--- src/rtl/serial_rx_errq.sv ---
module serial_rx_errq #(
  parameter int DEPTH = 16,
  parameter int SYNC  = 2
) (
  input  logic        clk,
  input  logic        rst_n,
  input  logic        line_en,
  input  logic        rx_en,
  input  logic        tick16,
  input  logic [1:0]  word_len,
  input  logic        par_en,
  input  logic        par_even,
  input  logic        par_stick,
  input  logic        rxd,
  input  logic        rd_en,
  input  logic        stat_wr,
  output logic [11:0] rd_data,
  output logic        fifo_empty,
  output logic        fifo_full,
  output logic [3:0]  stat_q
);

  localparam int AW = (DEPTH > 1) ? $clog2(DEPTH) : 1;
  localparam int CW = AW + 1;

  typedef enum logic [2:0] {S_IDLE, S_START, S_DATA, S_PAR, S_STOP, S_HOLD} st_t;

  logic [SYNC-1:0] sync_q;
  logic            rx_s;
  st_t             st;
  logic [3:0]      tcnt;
  logic [2:0]      bcnt;
  logic [7:0]      shf;
  logic            par_bit;
  logic            ovr_pend;
  logic [11:0]     mem [DEPTH];
  logic [AW-1:0]   wp, rp;
  logic [CW-1:0]   cnt;

  wire active   = line_en & rx_en;
  wire mid      = tick16 && (tcnt == 4'd15);
  wire [2:0] last_bit = {1'b1, word_len};
  wire done     = active && (st == S_STOP) && mid;
  wire par_calc = ^shf;
  wire exp_par  = par_stick ? ~par_even : (par_even ? par_calc : ~par_calc);
  wire brk      = (shf == 8'd0) && !rx_s && (!par_en || !par_bit);
  wire fe       = !rx_s && !brk;
  wire pe       = par_en && (par_bit != exp_par) && !brk;
  wire push_ok  = done && !fifo_full;
  wire pop      = rd_en && !fifo_empty;
  wire [3:0] ev = done ? {fifo_full, brk, pe, fe} : 4'd0;

  assign rx_s       = sync_q[SYNC-1];
  assign fifo_empty = (cnt == '0);
  assign fifo_full  = (cnt == CW'(DEPTH));
  assign rd_data    = mem[rp];

  always_ff @(posedge clk or negedge rst_n) begin
    if (!rst_n) sync_q <= '1;
    else        sync_q <= {sync_q[SYNC-2:0], rxd};
  end

  always_ff @(posedge clk or negedge rst_n) begin
    if (!rst_n) begin
      st      <= S_IDLE;
      tcnt    <= '0;
      bcnt    <= '0;
      shf     <= '0;
      par_bit <= 1'b0;
    end else if (!active) begin
      st   <= S_IDLE;
      tcnt <= '0;
    end else begin
      case (st)
        S_IDLE: if (!rx_s) begin
          st   <= S_START;
          tcnt <= '0;
          bcnt <= '0;
          shf  <= '0;
        end
        S_START: if (tick16) begin
          if (tcnt == 4'd7) begin
            tcnt <= '0;
            st   <= rx_s ? S_IDLE : S_DATA;
          end else tcnt <= tcnt + 4'd1;
        end
        S_DATA: if (tick16) begin
          tcnt <= tcnt + 4'd1;
          if (tcnt == 4'd15) begin
            shf[bcnt] <= rx_s;
            if (bcnt == last_bit) st <= par_en ? S_PAR : S_STOP;
            else bcnt <= bcnt + 3'd1;
          end
        end
        S_PAR: if (tick16) begin
          tcnt <= tcnt + 4'd1;
          if (tcnt == 4'd15) begin
            par_bit <= rx_s;
            st      <= S_STOP;
          end
        end
        S_STOP: if (tick16) begin
          tcnt <= tcnt + 4'd1;
          if (tcnt == 4'd15) st <= rx_s ? S_IDLE : S_HOLD;
        end
        S_HOLD: if (rx_s) st <= S_IDLE;
        default: st <= S_IDLE;
      endcase
    end
  end

  always_ff @(posedge clk) begin
    if (push_ok) mem[wp] <= {ovr_pend, brk, pe, fe, shf};
  end

  always_ff @(posedge clk or negedge rst_n) begin
    if (!rst_n) begin
      wp       <= '0;
      rp       <= '0;
      cnt      <= '0;
      ovr_pend <= 1'b0;
    end else begin
      if (push_ok) wp <= (wp == AW'(DEPTH-1)) ? '0 : wp + AW'(1);
      if (pop)     rp <= (rp == AW'(DEPTH-1)) ? '0 : rp + AW'(1);
      case ({push_ok, pop})
        2'b10:   cnt <= cnt + CW'(1);
        2'b01:   cnt <= cnt - CW'(1);
        default: cnt <= cnt;
      endcase
      if (done) ovr_pend <= fifo_full;
    end
  end

  always_ff @(posedge clk or negedge rst_n) begin
    if (!rst_n)       stat_q <= '0;
    else if (stat_wr) stat_q <= ev;
    else              stat_q <= stat_q | ev;
  end


  empty_full_chk: assert property (@(posedge clk) disable iff (!rst_n)
    !(fifo_empty && fifo_full));


  off_idle_chk: assert property (@(posedge clk) disable iff (!rst_n)
    !active |=> (st == S_IDLE));


  glitch_drop_chk: assert property (@(posedge clk) disable iff (!rst_n)
    (active && st == S_START && tick16 && tcnt == 4'd7 && rx_s) |=> (st == S_IDLE));


  ovr_hold_chk: assert property (@(posedge clk) disable iff (!rst_n)
    (ovr_pend && !done) |=> ovr_pend);


  stat_clr_chk: assert property (@(posedge clk) disable iff (!rst_n)
    (stat_wr && !done) |=> (stat_q == 4'd0));

endmodule

--- config.mk ---
export PLATFORM = sky130hd
export DESIGN_NAME = serial_rx_errq
export DESIGN_NICKNAME = d
export VERILOG_FILES = /design/src/rtl/serial_rx_errq.sv
export SDC_FILE = /design/constraint.sdc
export NUM_CORES = 1
export LEC_CHECK = 0
export ABC_AREA = 1
export BUFFER_PORTS_ARGS = -buffer_cell sky130_fd_sc_hd__buf_2
export CAP_MARGIN = 20
export CORE_AREA = 2 2 190 192
export CTS_BUF_LIST = sky130_fd_sc_hd__clkbuf_8
export DETAILED_ROUTE_END_ITERATION = 7
export DIE_AREA = 0 0 192 194
export PLACE_DENSITY = 0.41
export SLEW_MARGIN = 10
export SYNTH_ARGS = -nofsm -noshare
export SYNTH_HDL_FRONTEND = slang
export SYNTH_SLANG_ARGS = --single-unit
--- constraint.sdc ---
create_clock -name clk -period 2.1 [get_ports clk]
set_input_delay 0.525 -clock clk [delete_from_list [all_inputs] [get_ports clk]]
set_output_delay 0.525 -clock clk [all_outputs]
set_load 0.01 [all_outputs]
After elaboration in Yosys (flattened, before gate mapping)
Memory sizes are Yosys's and may differ from the RTL's.
Index checks and enable logic that the tools add are counted.
- register bits: 39
- RAM bits: 192
- bits of input ports: 13
- output and inout port bits: 18
- word-level logic and storage cells: 128
- memories kept: 1
- memories (name ; depth ; bits a word ; rd ports ; clocked after Yosys merged registers in ; wr ports ; RTL line ; RTL):
    mem ; 16 ; 12 ; 1 ; 0 ; 1 ; 36 ; logic [11:0] mem [DEPTH];
- add/sub/neg operators: 6
- order comparisons: 2
- equality and inequality tests: 31
- muxes and demuxes: 43
- bitwise logic cells: 4
- reduce and logical (&&, ||, !) cells: 30
- operators by type and width (kind ; number):
    two-way mux 3 bit ; 18
    two-way mux 4 bit ; 9
    != test 3 bit, second input constant ; 12
    two-way mux 8 bit ; 3
    case mux 3 bit (6 select lines) ; 1
    case mux 8 bit (2 select lines) ; 1
    adder 4 x 1 -> 4 bit, second input constant ; 3
    equality test 4 bit, second input constant ; 3
    case mux 4 bit (3 select lines) ; 1
    logical AND 1 bit ; 11
    AND reduction 11 bit ; 1
    case mux 5 bit (2 select lines) ; 1
    bitwise mux 8 bit ; 1
    logical NOT 8 bit ; 1
    != test 2 bit, second input constant ; 4
    AND reduction 4 bit ; 2
    XOR reduction 8 bit ; 1
    equality test 3 x 2 -> 1 bit, second input constant ; 2
    equality test 3 bit, second input constant ; 2
    logical NOT 1 bit ; 6
    case mux 3 bit (2 select lines) ; 1
    AND reduction 6 bit ; 1
    adder 5 x 1 -> 5 bit, second input constant ; 1
    equality test 5 bit, second input constant ; 1
    23 further kinds ; 29

Longest topological paths before layout
Gate-level depths: netlist of the first run.
- word-level depth: 10
- mapped depth: 16
- depth with buffers taken out: 15

Worst setup path after synthesis of the first run
Ideal clock, no wire load.
- path kind: register to register
- start: register tcnt[0]
- end: register cnt[4]
- library setup time: 0.126 ns
- data arrival time: 2.221 ns
- data required time: 1.974 ns
- setup slack: -0.247 ns
- cell stages (with the launch flop): 14
- buffers on the path: 0
- period minus slack after synthesis: 2.347 ns
- path through: dfrtp_1 -> ha_1 -> nand2_1 -> nor2_2 -> nand4_2 -> nor2_4 -> inv_1 -> ha_1 -> ha_1 -> a21oi_1 -> o21bai_1 -> xor2_1 -> nand2_1 -> o21ai_0
- cells in the longest elaborated chain, start to end: 6
- elaborated cells on any way between the ends: 8
- those cells by class: 3 x eq/ne; 1 x mux; 4 x reduce/logical
- RTL lines (what ; RTL line ; RTL):
    from (decl) ; 31 ; logic [3:0] tcnt;
    from (signal assigned) ; 85 ; end else tcnt <= tcnt + 4'd1;
    from (signal assigned) ; 88 ; tcnt <= tcnt + 4'd1;
    from (signal assigned) ; 96 ; tcnt <= tcnt + 4'd1;
    equality test 4 bit * ; 41 ; wire mid = tick16 && (tcnt == 4'd15);
    logical AND 1 bit * ; 41 ;
    logical AND 1 bit * ; 43 ; wire done = active && (st == S_STOP) && mid;
    logical AND 1 bit * ; 49 ; wire push_ok = done && !fifo_full;
    equality test 2 x 1 -> 1 bit / equality test 2 bit (equally long branches) ; 125 ; case ({push_ok, pop})
    case mux 5 bit (2 select lines) / nonzero test 2 bit (equally long branches) ; - ;
    to (signal assigned) ; 126 ; 2'b10: cnt <= cnt + CW'(1);
    to (signal assigned) ; 127 ; 2'b01: cnt <= cnt - CW'(1);
    to (signal assigned) ; 128 ; default: cnt <= cnt;
    to (decl) ; 38 ; logic [CW-1:0] cnt;
Mark *: on every way between the ends. The rest lies on a longest branch, timed or not.
A chain may end at the register's enable or synchronous reset.

Worst setup path after layout of the first run
- start: register rp[0]
- end: output port rd_data[10]
- cells in the longest elaborated chain, start to end: 1
- RTL lines (what ; RTL line ; RTL):
    from (decl) ; 37 ; logic [AW-1:0] wp, rp;
    from (signal assigned) ; 124 ; if (pop) rp <= (rp == AW'(DEPTH-1)) ? '0 : rp + AW'(1);
    memory read (16 x 12 bit) ; - ;
    to (decl) ; 17 ; output logic [11:0] rd_data,
Every way passes these cells.

==> results of run 1 <==
## worst paths after layout
| check | start | to | cells past startpoint |
|---|---|---|---|
| setup reg to reg | tcnt[0] | cnt[4] | 15 |
| setup / recovery | rp[0] | rd_data[10] | 11 |
| min in group asynchronous | rst_n | shf[1] | 2 |
| hold / removal | rxd | sync_q[0] | 1 |
| hold reg to reg | sync_q[0] | sync_q[1] | 0 |
| max in group asynchronous | rst_n | sync_q[0] | 3 |
## sequential cells by signal, summed over array words and instances, names as in the netlist
| name | cells |
|---|---|
| wp | 4 |
| stat_q | 4 |
| mem | 192 |
| tcnt | 4 |
| bcnt | 3 |
| par_bit | 1 |
| rp | 4 |
| cnt | 5 |
| sync_q | 2 |
| ovr_pend | 1 |
| shf | 8 |
| st | 3 |
## logic make-up (layout without fill, tap and decap cells)
kind of cell | count (synthesis) | after routing | synth area share (%)
and+or+nand+nor | 367 | 367 | 15.1
adders and majority gates | 16 | 16 | 2.06
muxes | 5 | 5 | 0.496
AOI/OAI and AO/OA | 190 | 190 | 10.5
buffers and inverters | 104 | 292 | 4.20
DFF | 231 | 231 | 66.8
xor gates and xnor gates | 10 | 10 | 0.868
## area by class of cell
| cell class | instances | area, um2 | area share (%) |
|---|---|---|---|
| Clock buffer | 45 | 619 | 4.66 |
| Clock inverter | 32 | 203 | 1.52 |
| Inverter | 62 | 245 | 1.84 |
| Multi-Input combinational cell | 588 | 3330 | 25.1 |
| Sequential cell | 231 | 6750 | 50.8 |
| Tap cell | 461 | 577 | 4.34 |
| Timing Repair Buffer | 152 | 1550 | 11.7 |
| Timing Repair inverter | 1 | 16.3 | 0.122 |
## what timing repair did
| item | in CTS | in global routing |
|---|---|---|
| setup buffers | 4 | 8 |
| setup endpoints to repair | 15 | 130 |
| pin swaps | 5 | 35 |
| endpoints found under the hold margin | 9 | 0 |
| cloned | 2 | 9 |
| resized for setup | 27 | 155 |
| hold buffers | 1 | 0 |
## power groups by stage
stage | registers, uW | clock network [uW] | logic [uW]
3_5_place_dp | 5250 | 0 | 4560
5_1_grt | 5170 | 4530 | 7030
3_3_place_gp | 5250 | 0 | 4570
4_1_cts | 5170 | 4330 | 4980
6_report | 5160 | 4160 | 6410
2_1_floorplan | 5180 | 0 | 2680
## placed cells by master, fill, tap and decap left out, types with 3 or more instances in the layout
cell and n:
edfxtp_1 192, nor2_1 146, nand2_1 105, o21ai_0 86, buf_4 83, inv_1 67, o21ai_1 48, clkbuf_8 45
dfrtp_1 35, nand3_1 32, nor2_2 27, buf_2 23, o211ai_1 17, buf_6 17, nor2_4 14, nand2_2 14
buf_12 14, ha_1 11, nor3_1 10, o21ai_2 10, nand4_1 8, xor2_1 8, clkinv_1 8, clkinv_2 7
clkbuf_16 7, nand3_2 6, inv_2 6, o21bai_1 4, o21bai_4 4, o32ai_2 4, mux2i_1 4, o22ai_1 4
ha_4 4, buf_16 4, a21oi_2 3, clkinv_8 3, buf_8 3
## worst max-delay path, stage by stage (launching register included)
cell	delay [ns]
dfrtp_4	0.50
buf_12	0.17
buf_12	0.14
buf_8	0.12
nor2_2	0.09
nor2_1	0.04
o21ai_1	0.07
o21ai_1	0.07
nand2_1	0.07
nand2_2	0.07
o21bai_4	0.17
buf_6	0.12
## per-stage QoR
stage	hold slack, ns	total power, uW	utilization, %
after global routing	0.0453	16700	37.7
after CTS	0.0355	14500	35.7
after detailed placement	0.358	9810	32.9
final	0.0801	15700	37.7
after floorplan	0.229	7850	-
after global placement	0.358	9820	32.9
## layer usage
metal / up-vias / track usage [%]
li1: 3547 / -
met1: 3449 / 20.3
met2: 113 / 22.7
met3: 42 / 2.55
met4: 0 / 4.13
met5: - / 0
==> impl_metrics.py, run 1 <==
metrics = {
    "outcome": {
        "status": "finished, violations left",
        "violations": "negative setup slack",
    },
    "power_and_ir_drop": {
        "pwr-share-seq_pct": 32.8,
        "p_leak_uw": 0.00523,
        "clkPwrFrac_pct": 26.4,
        "switching_share_pct": 34.8,
        "power_frac_comb_pct": 40.8,
        "switching_power_uw": 5470,
        "ir_drop_mv": 0.685,
        "intPower_uw": 10300,
        "p_per_area_mw_per_mm2": 1180,
    },
    "yosys": {
        "synth_top_area_cell": "edfxtp_1",
        "synth.area.top_cells": "edfxtp_1 57%, dfrtp_1 9.2%, o21ai_0 6.8%, nor2_1 6.7%, nand2_1 4.3%",
        "synth_edf_count": 192,
        "synth-seq-area-share_pct": 66.8,
        "netlist_top_cells_count": "192 x edfxtp_1, 179 x nor2_1, 138 x o21ai_0, 117 x nand2_1, 61 x inv_1",
        "postSynthAreaPerCell_um2": 10.9,
        "async_flop_share_pct": 16.9,
        "syn_nets": 952,
        "synth_top_area_share_pct": 57.1,
        "synth_warnings": 0,
        "netlist_instances": 923,
        "yosys.cell_count.top_type": "edfxtp_1",
        "synthFlopType": "edfxtp_1",
        "ys_types": 39,
        "synth_area_mm2": 0.0101,
        "ys_seq_elements": 231,
    },
    "global_route": {
        "overflow": 0,
        "grt_pass1_vias": 7141,
        "grt_start_max_net_pins": 37,
        "grtUsageTotal_pct": 14.4,
        "antenna_found_initial": 0,
        "grt_pass1_wl_um": 41100,
    },
    "critical_path": {
        "path_class": "reg -> out",
        "end_kind": "output port",
        "start_kind": "flop",
        "regToRegSetupSlack_ns": -0.01,
        "critPathMaxFanout": 6,
        "required_ns": 1.57,
        "arrival_ns": 2.18,
    },
    "placement": {
        "portBuffers": 30,
        "post-place-ws_ns": -0.192,
        "gp_congestion": 0.790,
        "dpl_cell_area_mm2": 0.0116,
        "place_hpwl_um": 17200,
        "placed_cells": 1471,
    },
    "clock_network": {
        "clock_path_buffers": 3,
        "tritoncts": "built",
        "cts_buffers": 43,
        "worstSkewPairLatency_ns": 0.56,
        "clock_sinks": 231,
        "clk_pin_slew_ns": 0.06,
        "htreeDepth": 2,
        "ctsRootBufferMaster": "clkbuf_8",
    },
    "drt": {
        "wl_met3_um": 949,
        "drt-total-wl_um": 27700,
        "met2_wirelength_um": 12900,
        "viasPerCell": 4.55,
        "wl_per_cell_um": 17.6,
        "drc": 0,
        "drt_iter0_drc": 401,
        "top_layer_used": "met4",
        "via_count": 7151,
        "drt_pre_antenna_iters": 4,
        "wl_met1_um": 13300,
        "ant_nets": 0,
    },
    "job": {
        "cap_violations": 0,
    },
    "sta": {
        "finalClockSkew_ns": 0.0378,
        "rsz0062_at_grt": "yes",
        "setup-tns-final_ns": -6.72,
        "slew_violations": 0,
        "setup_violations": 13,
        "final.period_utilization_pct": 129,
        "min_period_ns": 2.70,
        "fin_ws_ns": -0.601,
        "tightest_slew_ns": 0.580,
        "fmaxAchievable_mhz": 370,
        "hold_viol": 0,
        "relSlewSlack_pct": 61.4,
    },
    "final_layout": {
        "final_cells": 1572,
        "synthToLayoutAreaGrowth_pct": 31.7,
        "fillCellCount": 3498,
        "nNetsFinal": 1108,
        "finalInstanceArea_mm2": 0.0133,
        "antenna_cells": 0,
        "drive_gt1_share_pct": 28.2,
    },
    "die": {
        "start_util_pct": 28.7,
        "die_h_um": 194,
        "die_x_um": 192,
        "die_area_mm2": 0.0372,
        "std_cell_rows": 69,
        "coreArea_mm2": 0.0352,
        "io_pins": 31,
    },
    "worst_hold_path": {
        "hold_class": "in -> reg",
    },
}
Power figures use the tool's default switching activity.
==> run 2, diff against run 1 <==
--- a/config.mk
+++ b/config.mk
@@ -5,13 +5,12 @@
 export SDC_FILE = /design/constraint.sdc
 export NUM_CORES = 1
 export LEC_CHECK = 0
-export ABC_AREA = 1
 export BUFFER_PORTS_ARGS = -buffer_cell sky130_fd_sc_hd__buf_2
 export CAP_MARGIN = 20
-export CORE_AREA = 2 2 190 192
+export CORE_AREA = 2 2 187 189
 export CTS_BUF_LIST = sky130_fd_sc_hd__clkbuf_8
 export DETAILED_ROUTE_END_ITERATION = 7
-export DIE_AREA = 0 0 192 194
+export DIE_AREA = 0 0 189 191
 export PLACE_DENSITY = 0.41
 export SLEW_MARGIN = 10
 export SYNTH_ARGS = -nofsm -noshare
==> run 2 against run 1 <==
Effect of this change: the flow still finishes with violations (negative setup slack); sequential cell count unchanged; non-clock buffer count is 7 lower; global-route usage fell by 0.24 points; core utilization rose by 0.28 points; clock power down 4%; final cell count shrank 21%; sequential power fell by 4.5%; clock skew shrank 0.00098 ns; critical path type unchanged; largest cell class unchanged; largest power group is now sequential cells.
==> impl_metrics.py, run 2 <==
metrics = {
    "outcome": {
        "status": "finished, violations left",
        "violations": "negative setup slack",
    },
    "yosys": {
        "synth_top_area_share_pct": 59.2,
        "synth-seq-area-share_pct": 69.2,
        "async_flop_share_pct": 16.9,
        "synthFlopType": "edfxtp_1",
        "synth_area_mm2": 0.00975,
        "postSynthAreaPerCell_um2": 16.5,
        "netlist_instances": 591,
        "synth.area.top_cells": "edfxtp_1 59%, mux4_2 11%, dfrtp_1 9.5%, ha_1 1.9%, mux2i_1 1.3%",
        "netlist_top_cells_count": "192 x edfxtp_1, 48 x mux4_2, 37 x dfrtp_1, 24 x inv_1, 24 x nand2_1",
        "yosys.cell_count.top_type": "edfxtp_1",
        "synth_top_area_cell": "edfxtp_1",
        "synth_warnings": 0,
        "ys_types": 53,
        "ys_seq_elements": 231,
        "syn_nets": 620,
        "synth_edf_count": 192,
    },
    "global_route": {
        "overflow": 0,
        "grt_start_max_net_pins": 28,
        "grt_most_used_layer": "met2",
        "grtUsageTotal_pct": 14.2,
        "antenna_found_initial": 0,
        "grtUsageMet2_pct": 24.1,
        "use_met3_pct": 2.37,
        "grt_pass1_vias": 6478,
        "grt_pass1_wl_um": 38600,
        "use_met1_pct": 18.6,
    },
    "clock_network": {
        "ctsRootBufferMaster": "clkbuf_8",
        "clock_sinks": 231,
        "cts_buffers": 43,
        "worstSkewPairLatency_ns": 0.56,
        "clk_pin_slew_ns": 0.06,
        "tritoncts": "built",
        "clock_path_buffers": 3,
        "htreeDepth": 2,
    },
    "final_layout": {
        "synthToLayoutAreaGrowth_pct": 33.1,
        "layout.cells.most_common": "edfxtp_1",
        "drive_gt1_share_pct": 40.9,
        "largest_reg_flops": 192,
        "fillCellCount": 3156,
        "multi_input_area_mm2": 0.00326,
        "nNetsFinal": 780,
        "regMostFlops": "mem",
        "final_cell_mix": "192 x edfxtp_1, 63 x buf_4, 48 x mux4_2",
        "seq_area_mm2": 0.00675,
        "final_cells": 1238,
        "largestRegisters": "mem: 192 flops, shf: 8 flops, cnt: 5 flops",
        "antenna_cells": 0,
    },
    "sta": {
        "setup_violations": 125,
        "rsz0062_at_grt": "yes",
        "min_period_ns": 2.84,
        "final.period_utilization_pct": 135,
        "finalClockSkew_ns": 0.0368,
        "hold_viol": 0,
        "fmaxAchievable_mhz": 353,
        "relSlewSlack_pct": 59.1,
        "fin_ws_ns": -0.735,
        "slew_violations": 0,
        "tightest_slew_ns": 0.613,
    },
    "critical_path": {
        "arrival_ns": 2.31,
        "critPathMaxFanout": 8,
        "critPathSlowestCell": "mux4_2",
        "path_delay_family": "multiplexers",
        "worst-path-buf-inv": 3,
        "cp.depth": 6,
        "path_class": "reg -> out",
        "start_kind": "flop",
        "regToRegSetupSlack_ns": -0.45,
        "required_ns": 1.57,
        "crit_path_end": "rd_data[10]",
        "r2r_end": "cnt[4]",
        "path_common_cell": "buf_12",
        "rr_startpoint": "cnt[0]",
        "crit_path_max_incr_delay_ns": 0.50,
        "r2r_cells": 12,
        "path_cells": "buf_12 > buf_12 > mux4_2 > a211oi_1 > a21oi_1 > buf_2",
        "end_kind": "output port",
        "startpoint": "rp[0]",
    },
    "drt": {
        "viasPerCell": 4.75,
        "ant_nets": 0,
        "drt_pre_antenna_iters": 5,
        "drt-total-wl_um": 25300,
        "drc": 0,
        "via_count": 5880,
        "drt_iter0_drc": 314,
        "wl_per_cell_um": 20.4,
    },
    "power_and_ir_drop": {
        "power.total_uw": 9090,
        "ir_drop_mv": 0.503,
        "pwr-share-seq_pct": 54.3,
        "intPower_uw": 7140,
        "clkPwrFrac_pct": 44.0,
        "p_per_area_mw_per_mm2": 701,
        "power_frac_comb_pct": 1.7,
        "p_leak_uw": 0.00464,
        "switching_power_uw": 1950,
        "switching_share_pct": 21.5,
    },
    "job": {
        "cap_violations": 0,
    },
    "die": {
        "coreArea_mm2": 0.0341,
        "die_x_um": 189,
        "std_cell_rows": 68,
        "die_area_mm2": 0.0361,
        "die_h_um": 191,
        "io_pins": 31,
        "start_util_pct": 28.6,
    },
    "worst_hold_path": {
        "hold_class": "in -> reg",
    },
    "placement": {
        "portBuffers": 30,
        "placed_cells": 1143,
        "place_hpwl_um": 15700,
        "gp_congestion": 0.824,
    },
}
run 2: changes by cell type after synthesis, sizes merged, moves of 15 or more:
cell	previous run	this run
mux4	0	48
inv	62	24
nor2	187	22
o21ai	144	30
nand3	38	11
nand2	120	24
nor2b	0	15
run 2: kinds of logic after synthesis:
| group | synth area share (%) |
|---|---|
| buffers and inverters | 2.16 |
| AOI/OAI and AO/OA | 6.29 |
| DFF | 69.2 |
| muxes | 12.7 |
| xor gates and xnor gates | 1.26 |
| and+or+nand+nor | 6.32 |
| adders and majority gates | 2.13 |
run 2: how the worst min path moves through the flow:
| stage | slack, ns | from | endpoint | cells after the start |
|---|---|---|---|---|
| global placement | 0.35 | sync_q[0] | sync_q[1] | 0 |
| detailed placement | 0.35 | sync_q[0] | sync_q[1] | 0 |
| finish | 0.07 | rxd | sync_q[0] | 1 |
| floorplan | 0.23 | rst_n | bcnt[0] | 0 |
| CTS | 0.02 | rxd | sync_q[0] | 1 |
| global route | 0.03 | rxd | sync_q[0] | 1 |
run 2: area by class of cell:
| cell class | instances | area share (%) |
|---|---|---|
| sequential | 231 | 52.0 |
| multi-input combinational | 306 | 25.1 |
| timing repair buffer | 145 | 11.7 |
| clock buffer | 43 | 4.56 |
| tap | 455 | 4.39 |
| clock inverter | 34 | 1.51 |
| inverter | 24 | 0.714 |
run 2: worst reg2reg max path: stages (launching register included):
cell	delay, ns
dfrtp_1	0.40
buf_6	0.13
nor4_4	0.31
nand2_2	0.13
nand2_4	0.12
ha_4	0.19
inv_4	0.05
fa_2	0.35
nor2b_1	0.13
o21ai_1	0.09
nand3_1	0.08
or3b_1	0.35
xnor2_1	0.13
run 2: power groups by stage:
stage | Combinational (uW) | Sequential (uW) | Clock [uW]
2_1_floorplan | 60.0 | 5030 | 0
3_3_place_gp | 150 | 5020 | 0
3_5_place_dp | 155 | 5020 | 0
4_1_cts | 157 | 4930 | 4170
5_1_grt | 176 | 4930 | 4370
6_report | 157 | 4930 | 4000
run 2: metal layers:
metal  wire [um]  share of wire, %
met5           0                 0
met3        1200               4.7
met4         493               2.0
met1       11200                44
met2       12400                49
run 2: what timing repair did:
| action | 4_1_cts | 5_1_grt |
|---|---|---|
| endpoints found under the hold margin | 18 | 0 |
| gates cloned | 3 | 2 |
| setup endpoints to repair | 112 | 209 |
| hold buffers | 1 | 0 |
| gates resized for setup | 67 | 38 |
| buffers inserted | 9 | 14 |
| pin swaps | 28 | 29 |
run 2: through the flow:
step	cell area, um2	utilization [%]	setup TNS, ns	worst slack (ns)	hold slack, ns
floorplan	9920	-	-22.35	-0.454	0.229
global placement	11500	33.8	-27.12	-0.489	0.353
detailed placement	11500	33.8	-31.40	-0.500	0.350
CTS	12700	37.4	-17.42	-0.794	0.0209
global route	13000	38.0	-26.32	-0.817	0.0321
finish	13000	38.0	-14.15	-0.735	0.0673
